**config.mk**
```make
export PLATFORM = sky130hd
export DESIGN_NAME = ara_responder
export DESIGN_NICKNAME = d
export VERILOG_FILES = /design/src/rtl/ara_pkg.sv /design/src/rtl/ara_bus_events.sv /design/src/rtl/ara_rx_shift.sv /design/src/rtl/ara_tx_shift.sv /design/src/rtl/ara_responder.sv
export SDC_FILE = /design/constraint.sdc
export NUM_CORES = 1
export LEC_CHECK = 0
export BUFFER_PORTS_ARGS = -buffer_cell sky130_fd_sc_hd__buf_2
export CAP_MARGIN = 20
export CORE_ASPECT_RATIO = 0.8
export CORE_MARGIN = 5
export CORE_UTILIZATION = 57
export CTS_CLUSTER_SIZE = 14
export DETAILED_ROUTE_END_ITERATION = 7
export PLACE_DENSITY_LB_ADDON = 0.15
export RECOVER_POWER = 100
export SLEW_MARGIN = 20
export SYNTH_ARGS = -nofsm -noshare
export SYNTH_HDL_FRONTEND = slang
export SYNTH_SLANG_ARGS = --single-unit
```
**constraint.sdc**
```tcl
create_clock -name clk -period 2.05 [get_ports clk]
set_input_delay 0.1025 -clock clk [delete_from_list [all_inputs] [get_ports clk]]
set_output_delay 0.1025 -clock clk [all_outputs]
set_load 0.02 [all_outputs]
```
**src/rtl/ara_pkg.sv**
```systemverilog
`timescale 1ns/1ps
package ara_pkg;

    // Width of one bus byte (address phase and reply phase alike).
    localparam int FRAME_W = 8;

    // Alert response address, seven bits, read direction appended below.
    localparam logic [6:0] ARA_ADDR7 = 7'b0001100;

    typedef enum logic [2:0] {
        ST_IDLE,   // waiting for START
        ST_ADDR,   // collecting the first byte
        ST_ACK,    // holding SDA low during the ninth clock
        ST_TX,     // shifting out the reply byte
        ST_HOLD,   // quiet until next START or STOP
        ST_LOST    // dropped out of arbitration
    } ara_state_e;

    typedef struct packed {
        logic rise;
        logic fall;
        logic start;
        logic stop;
    } bus_ev_t;

    // First byte that selects the responder: address plus read bit.
    function automatic logic [FRAME_W-1:0] ara_read_byte(input logic [6:0] addr7);
        return {addr7, 1'b1};
    endfunction

endpackage

```
**src/rtl/ara_bus_events.sv**
```systemverilog
`timescale 1ns/1ps
module ara_bus_events
    import ara_pkg::*;
(
    input  logic    clk,
    input  logic    rst,
    input  logic    scl_i,
    input  logic    sda_i,
    output bus_ev_t ev
);

    logic scl_q;
    logic sda_q;

    always_ff @(posedge clk) begin
        if (rst) begin
            scl_q <= 1'b1;
            sda_q <= 1'b1;
        end else begin
            scl_q <= scl_i;
            sda_q <= sda_i;
        end
    end

    always_comb begin
        ev.rise  = scl_i & ~scl_q;
        ev.fall  = ~scl_i & scl_q;
        ev.start = scl_i & scl_q & sda_q & ~sda_i;
        ev.stop  = scl_i & scl_q & ~sda_q & sda_i;
    end

endmodule

```
**src/rtl/ara_rx_shift.sv**
```systemverilog
`timescale 1ns/1ps
module ara_rx_shift #(
    parameter int            W     = 8,
    parameter logic [W-1:0]  MATCH = '0
) (
    input  logic clk,
    input  logic rst,
    input  logic clear,
    input  logic sample,
    input  logic bit_in,
    output logic match
);

    logic [W-1:0] sr_q;

    always_ff @(posedge clk) begin
        if (rst || clear) begin
            sr_q <= '0;
        end else if (sample) begin
            sr_q <= {sr_q[W-2:0], bit_in};
        end
    end

    assign match = (sr_q == MATCH);

endmodule

```
**src/rtl/ara_tx_shift.sv**
```systemverilog
`timescale 1ns/1ps
module ara_tx_shift #(
    parameter int W = 8
) (
    input  logic         clk,
    input  logic         rst,
    input  logic         load,
    input  logic [W-1:0] load_val,
    input  logic         shift,
    output logic         cur_bit,
    output logic         next_bit
);

    logic [W-1:0] sr_q;

    always_ff @(posedge clk) begin
        if (rst) begin
            sr_q <= '1;
        end else if (load) begin
            sr_q <= load_val;
        end else if (shift) begin
            // Shift in ones so a stray extra bit is recessive.
            sr_q <= {sr_q[W-2:0], 1'b1};
        end
    end

    assign cur_bit  = sr_q[W-1];
    assign next_bit = sr_q[W-2];

endmodule

```
**src/rtl/ara_responder.sv**
```systemverilog
`timescale 1ns/1ps
module ara_responder
    import ara_pkg::*;
#(
    parameter int ID_W = 4,
    parameter int CH_W = 2
) (
    input  logic            clk,
    input  logic            rst,
    input  logic            scl_i,
    input  logic            sda_i,
    input  logic            alert_pending,
    input  logic [CH_W-1:0] alert_channel,
    input  logic [ID_W-1:0] dev_id,
    output logic            sda_drive_low,
    output logic            arb_lost
);

    // Reply: identifier, a zero separator, channel, recessive last bit.
    localparam int REPLY_W = ID_W + CH_W + 2;
    localparam int CNT_MAX = (REPLY_W > FRAME_W) ? REPLY_W : FRAME_W;
    localparam int CNT_W   = $clog2(CNT_MAX + 1);
    localparam logic [FRAME_W-1:0] SEL_BYTE = ara_read_byte(ARA_ADDR7);

    bus_ev_t           ev;
    ara_state_e        st_q;
    logic [CNT_W-1:0]  cnt_q;
    logic              drv_q;
    logic              lost_q;
    logic [CH_W-1:0]   chan_q;
    logic              addr_hit;
    logic              tx_cur;
    logic              tx_next;
    logic              respond;
    logic              rx_sample;
    logic              tx_load;
    logic              tx_shift;
    logic              quiet_ev;
    logic [REPLY_W-1:0] reply_w;

    ara_bus_events u_events (
        .clk   (clk),
        .rst   (rst),
        .scl_i (scl_i),
        .sda_i (sda_i),
        .ev    (ev)
    );

    assign quiet_ev  = ~ev.start & ~ev.stop;
    assign rx_sample = quiet_ev & (st_q == ST_ADDR) & ev.rise;

    ara_rx_shift #(
        .W     (FRAME_W),
        .MATCH (SEL_BYTE)
    ) u_rx (
        .clk    (clk),
        .rst    (rst),
        .clear  (ev.start),
        .sample (rx_sample),
        .bit_in (sda_i),
        .match  (addr_hit)
    );

    assign reply_w  = {dev_id, 1'b0, chan_q, 1'b1};
    assign tx_load  = quiet_ev & (st_q == ST_ACK) & ev.fall;
    assign tx_shift = quiet_ev & (st_q == ST_TX) & ev.fall & ~ev.rise
                    & (cnt_q != CNT_W'(REPLY_W));

    ara_tx_shift #(
        .W (REPLY_W)
    ) u_tx (
        .clk      (clk),
        .rst      (rst),
        .load     (tx_load),
        .load_val (reply_w),
        .shift    (tx_shift),
        .cur_bit  (tx_cur),
        .next_bit (tx_next)
    );

    // Only a device with an outstanding alert and a legal strap answers.
    assign respond = addr_hit & alert_pending & (dev_id != '0);

    always_ff @(posedge clk) begin
        if (rst) begin
            st_q   <= ST_IDLE;
            cnt_q  <= '0;
            drv_q  <= 1'b0;
            lost_q <= 1'b0;
            chan_q <= '0;
        end else if (ev.stop) begin
            st_q  <= ST_IDLE;
            drv_q <= 1'b0;
        end else if (ev.start) begin
            st_q   <= ST_ADDR;
            cnt_q  <= '0;
            drv_q  <= 1'b0;
            lost_q <= 1'b0;
        end else begin
            unique case (st_q)
                ST_ADDR: begin
                    if (ev.rise) begin
                        cnt_q <= cnt_q + 1'b1;
                    end else if (ev.fall && cnt_q == CNT_W'(FRAME_W)) begin
                        if (respond) begin
                            st_q   <= ST_ACK;
                            drv_q  <= 1'b1;
                            chan_q <= alert_channel;
                        end else begin
                            st_q <= ST_HOLD;
                        end
                    end
                end
                ST_ACK: begin
                    if (ev.fall) begin
                        st_q  <= ST_TX;
                        cnt_q <= '0;
                        drv_q <= ~reply_w[REPLY_W-1];
                    end
                end
                ST_TX: begin
                    if (ev.rise) begin
                        if (tx_cur && !sda_i) begin
                            st_q   <= ST_LOST;
                            drv_q  <= 1'b0;
                            lost_q <= 1'b1;
                        end else begin
                            cnt_q <= cnt_q + 1'b1;
                        end
                    end else if (ev.fall) begin
                        if (cnt_q == CNT_W'(REPLY_W)) begin
                            st_q  <= ST_HOLD;
                            drv_q <= 1'b0;
                        end else begin
                            drv_q <= ~tx_next;
                        end
                    end
                end
                default: begin
                    drv_q <= 1'b0;
                end
            endcase
        end
    end

    assign sda_drive_low = drv_q;
    assign arb_lost      = lost_q;

endmodule

```
==> results.txt <==
- The analysis attributes to net switching a power of 0.000219 W.
- Summing all non-filler instances in the final layout gives an area of 0.00159 mm².
- Core region area: 0.00240 mm²
- Total area of sequential cells: 561 µm²
- Net switching fraction of the power: 22.0%
- Among all flip-flop cells after synthesis, the most frequent one is dfxtp_1.
- After synthesis the netlist holds a flip-flop and latch count of 28.
- The mapped netlist covers 0.00142 mm².
* CTS tree: done
- Number of maximum-capacitance constraint violations: 0
* Core Rows: 16
- The worst register-to-register path ends at u_tx.sr_q[3]$_SDFFE_PP1P_.
- In this run the remaining antenna-violating nets after routing total 0.
- The number of hold violations in the final report is 0.
- Area Growth Syn to Fin: 12.1%
- Along the worst path, the maximum fanout reaches 7.
- The critical path runs through a total of 7 cells.
- Number of different library cells in the post-synthesis netlist: 47
- Power density of the placed cells: about 630 mW/mm²
* Clock tree sinks: 28
* Net count reported at finish: 195
* Number of instances on the worst hold path: 3
- Grt peak-use layer: met2
- For this configuration, the core starts out at a cell density of between 50% and 60%.
- 0 antenna diodes ended up in the layout.
- Post-route core utilization: 66.0%
- CP Class: primary input to flop
* Clock root buffer master: clkbuf_4
- In this run the most critical hold path is launched from alert_channel[0].
* Category of the worst setup path launch point: primary input
* Weighted congestion reported at the end of routability-driven placement: 0.922
- Detailed-route wire length per cell: 15.2 µm
- H-tree depth: 1
- Crit path cell chain: dlygate4sd3_1 > clkbuf_1 > ha_1 > nand2b_1 > nor3b_4 > o211ai_2 > a221o_1
* Yosys warning count: 0
- Port Buffers: 12
- IR analysis of the VDD net gives a maximum drop of 0.516 mV.
- Worst clock skew on the final layout: just over 1 ps
* Post-Place Cell Area: 0.00153 mm²
- The run finished with clean final reports.
* Actual transition at the worst max-transition pin: about 570 ps
* Antenna violations before repair: 0
- Share of the clock period used by the worst path: 95.1%
- In this run, the clock network consumes 36.5% of the power.
- Number of buffers added by the clock tree synthesis step: 3
- Aggregate global-route resource usage: 19.3%
- Among all stages on the critical path, the largest delay is contributed by dlygate4sd3_1.
* Gate count of the mapped netlist: approximately 160
* Layout cell share with drive strength beyond 1: 12.9%
* Number of vias in the routed layout: ~1,200
- The internal portion of the total power is 0.000778 W.
- Arrival time reported for the critical path endpoint: 2190 ps
* Critical path data required time: 2290 ps
* First-pass GRT wire length: around 5.2 mm
* Static Leakage: 0.605 nW
- The number of buffers and inverters on the critical path is 2.
* Average size of a mapped cell: 8.96 µm²
- Clock latency on the worst-skew pair, taken at its later pin, is 330 ps.
- The smallest clock period supported by the final layout is computed as 1950 ps.
- Sequential cells were found to cover approximately two fifths of the synthesized design area.
* Total area of multi-input combinational cells: just under 800 µm²
- After the first detailed-routing iteration, the DRC count stood at 99.
* Worst hold path type: primary input to flop
* Die Outline Area: 0.00359 mm²
* Final number of max-transition violations: 0
- Met1 Use GR: 25.0%
- CTS clock-pin slew for the worst setup and hold paths: 150 ps
- Met2 Resource Use GR: 30.6%
- Detailed placement finished with a half-perimeter wire length of 2.37 mm.
- Counting every net in the synthesized netlist gives 174.
* Number of top-level pins: 13
* CTS Buffer Depth: 2
* Destination of the worst hold path: chan_q[0]$_SDFFE_PP0P_
- Summed over all failing endpoints, the final setup total negative slack is 0 ps.
* Async set or reset register ratio after synthesis: 0%
- In this run, flip-flops and latches consume 55.6% of the power.
- FILL cells: 213
- Max Clk Rate: 513 MHz
- Slowest cell delay on critical path: 540 ps
* Comb pwr share: 7.9%
- Worst R2R Setup Slack: 130 ps
- The number of cells on the worst reg-to-reg path is 6.
* Met3 Track Usage GR: 6.37%
- Setup violations remaining at the end of the flow were counted as 0.
- Chip height: 54.6 µm
- Congestion Overflow GR: 0
- DRC errors left: 0
- Die Wd: 65.7 µm
- Entering global routing, the biggest net connects 17 pins.
* DR vias/cell: roughly 6
- Critical register-to-register path startpoint: u_events.scl_q$_SDFF_PP1_
- The synthesized design contains 0 enable-type register cells.
- Capturing element type of the critical path: flop
- Setup repair after global routing left no endpoint under its margin.
* Vias in the first global route: 1,149
* Gate family responsible for the most delay along the worst path: buffers and inverters
- Headroom to the max-slew limit came out at between 60% and 70%.
- Hold timing on the final database bottoms out at a slack of 7.06 ps.
* Total wire length: 3.11 mm
* Pre-antenna DRT Iters: 4
-- worst reg2reg max path, stage by stage (launching register included) --
cell,delay [ps]
dfxtp_1,390
inv_1,60
ha_1,260
nand2b_1,220
nor3b_4,300
o211ai_2,210
a221o_1,390
-- cell usage after synthesis, types with 2 or more instances --
cell type | n | area (µm²)
inv_2 | 2 | 7.51
o22ai_1 | 2 | 12.5
o21ai_1 | 3 | 15.0
nand3b_1 | 4 | 30.0
o211ai_1 | 4 | 30.0
mux2i_1 | 10 | 100
o21ai_0 | 4 | 20.0
nor4b_1 | 2 | 17.5
nand2_1 | 13 | 48.8
a21oi_1 | 10 | 50.1
inv_1 | 7 | 26.3
ha_1 | 5 | 62.6
clkbuf_1 | 2 | 7.51
a22oi_1 | 5 | 37.5
nand2b_1 | 3 | 18.8
dfxtp_1 | 28 | 561
nand3_1 | 4 | 20.0
or3b_1 | 2 | 17.5
nor2_1 | 16 | 60.1
nor2b_1 | 4 | 25.0
a21boi_0 | 2 | 15.0
-- power groups by stage --
stage               clock, W  sequential (W)  combinational (W)
detailed placement         0        0.000566          0.0000768
finish              0.000364        0.000554          0.0000788
global route        0.000392        0.000555          0.0000872
floorplan                  0        0.000565          0.0000472
global placement           0        0.000565          0.0000752
CTS                 0.000371        0.000554          0.0000787
-- cell families (layout without fill, tap and decap cells) --
logic type      after synthesis  after routing  share of synthesized area (%)
compound gates               38             38                           18.8
xor+xnor                      1              1                          0.619
fa+ha+maj                     5              5                           4.42
buf+inv                      13             33                           3.80
flops                        28             28                           39.6
mux                          10             10                           7.07
simple gates                 63             63                           25.6
-- flip-flops by register name, indices dropped and copies added, names as in the netlist --
register and cells:
arb_lost 1, chan_q 2, cnt_q 4, sda_drive_low 1, st_q 3, u_events.scl_q 1
u_events.sda_q 1, u_rx.sr_q 8, u_tx.sr_q 7
-- cells in the final DEF, fill, tap and decap left out, types with 2 or more instances in the layout --
| cell | instances |
|---|---|
| dlygate4sd3_1 | 2 |
| nor4b_1 | 2 |
| a22oi_1 | 5 |
| o21ai_1 | 3 |
| a21boi_0 | 2 |
| clkbuf_1 | 5 |
| nand3b_1 | 4 |
| o211ai_1 | 4 |
| nor2b_1 | 4 |
| buf_2 | 8 |
| nor2_1 | 16 |
| nand3_1 | 4 |
| o21ai_0 | 4 |
| clkbuf_4 | 3 |
| o22ai_1 | 2 |
| inv_1 | 8 |
| nand2_1 | 13 |
| ha_1 | 5 |
| mux2i_1 | 10 |
| or3b_1 | 2 |
| buf_4 | 5 |
| dfxtp_1 | 28 |
| a21oi_1 | 10 |
| nand2b_1 | 3 |
-- repair_timing --
action / CTS / global route
hold endpoints to repair: 1 / 1
hold buffers: 1 / 1
resized for setup: 0 / 0
buffers inserted: 0 / 0
-- routing by layer --
layer	wire, µm	share of wire (%)
met1	1510	49
met2	1370	44
met3	195	6.3
met4	36	1.2
met5	0	0
-- worst max path at each step --
| stage | end | slack, ps | from |
|---|---|---|---|
| 6_report | u_tx.sr_q[3]$_SDFFE_PP1P_ | 100 | scl_i |
| 5_1_grt | u_tx.sr_q[3]$_SDFFE_PP1P_ | 30 | u_events.scl_q$_SDFF_PP1_ |
| 4_1_cts | sda_drive_low$_SDFFE_PP0P_ | 160 | scl_i |
| 3_5_place_dp | sda_drive_low$_SDFFE_PP0P_ | 210 | u_events.scl_q$_SDFF_PP1_ |
| 3_3_place_gp | u_tx.sr_q[3]$_SDFFE_PP1P_ | 270 | u_events.scl_q$_SDFF_PP1_ |
| 2_1_floorplan | u_tx.sr_q[3]$_SDFFE_PP1P_ | 280 | u_events.scl_q$_SDFF_PP1_ |
-- final cells by class --
cell class              instances  area share (%)
clock buffers                   3            1.42
clock inverters                 1            1.89
inverters                       9            2.13
multi-input cells             117            49.8
flip-flops and latches         28            35.3
well taps                      27            2.13
repair buffers                 20            7.33
-- per-stage QoR --
stage	worst slack [ps]	power (W)	instances
5_1_grt	29.9	0.00103	205
3_5_place_dp	212	0.000642	199
2_1_floorplan	279	0.000612	158
6_report	99.9	0.000997	205
3_3_place_gp	272	0.000641	199
4_1_cts	161	0.00100	204
Power figures use the tool's default switching activity.
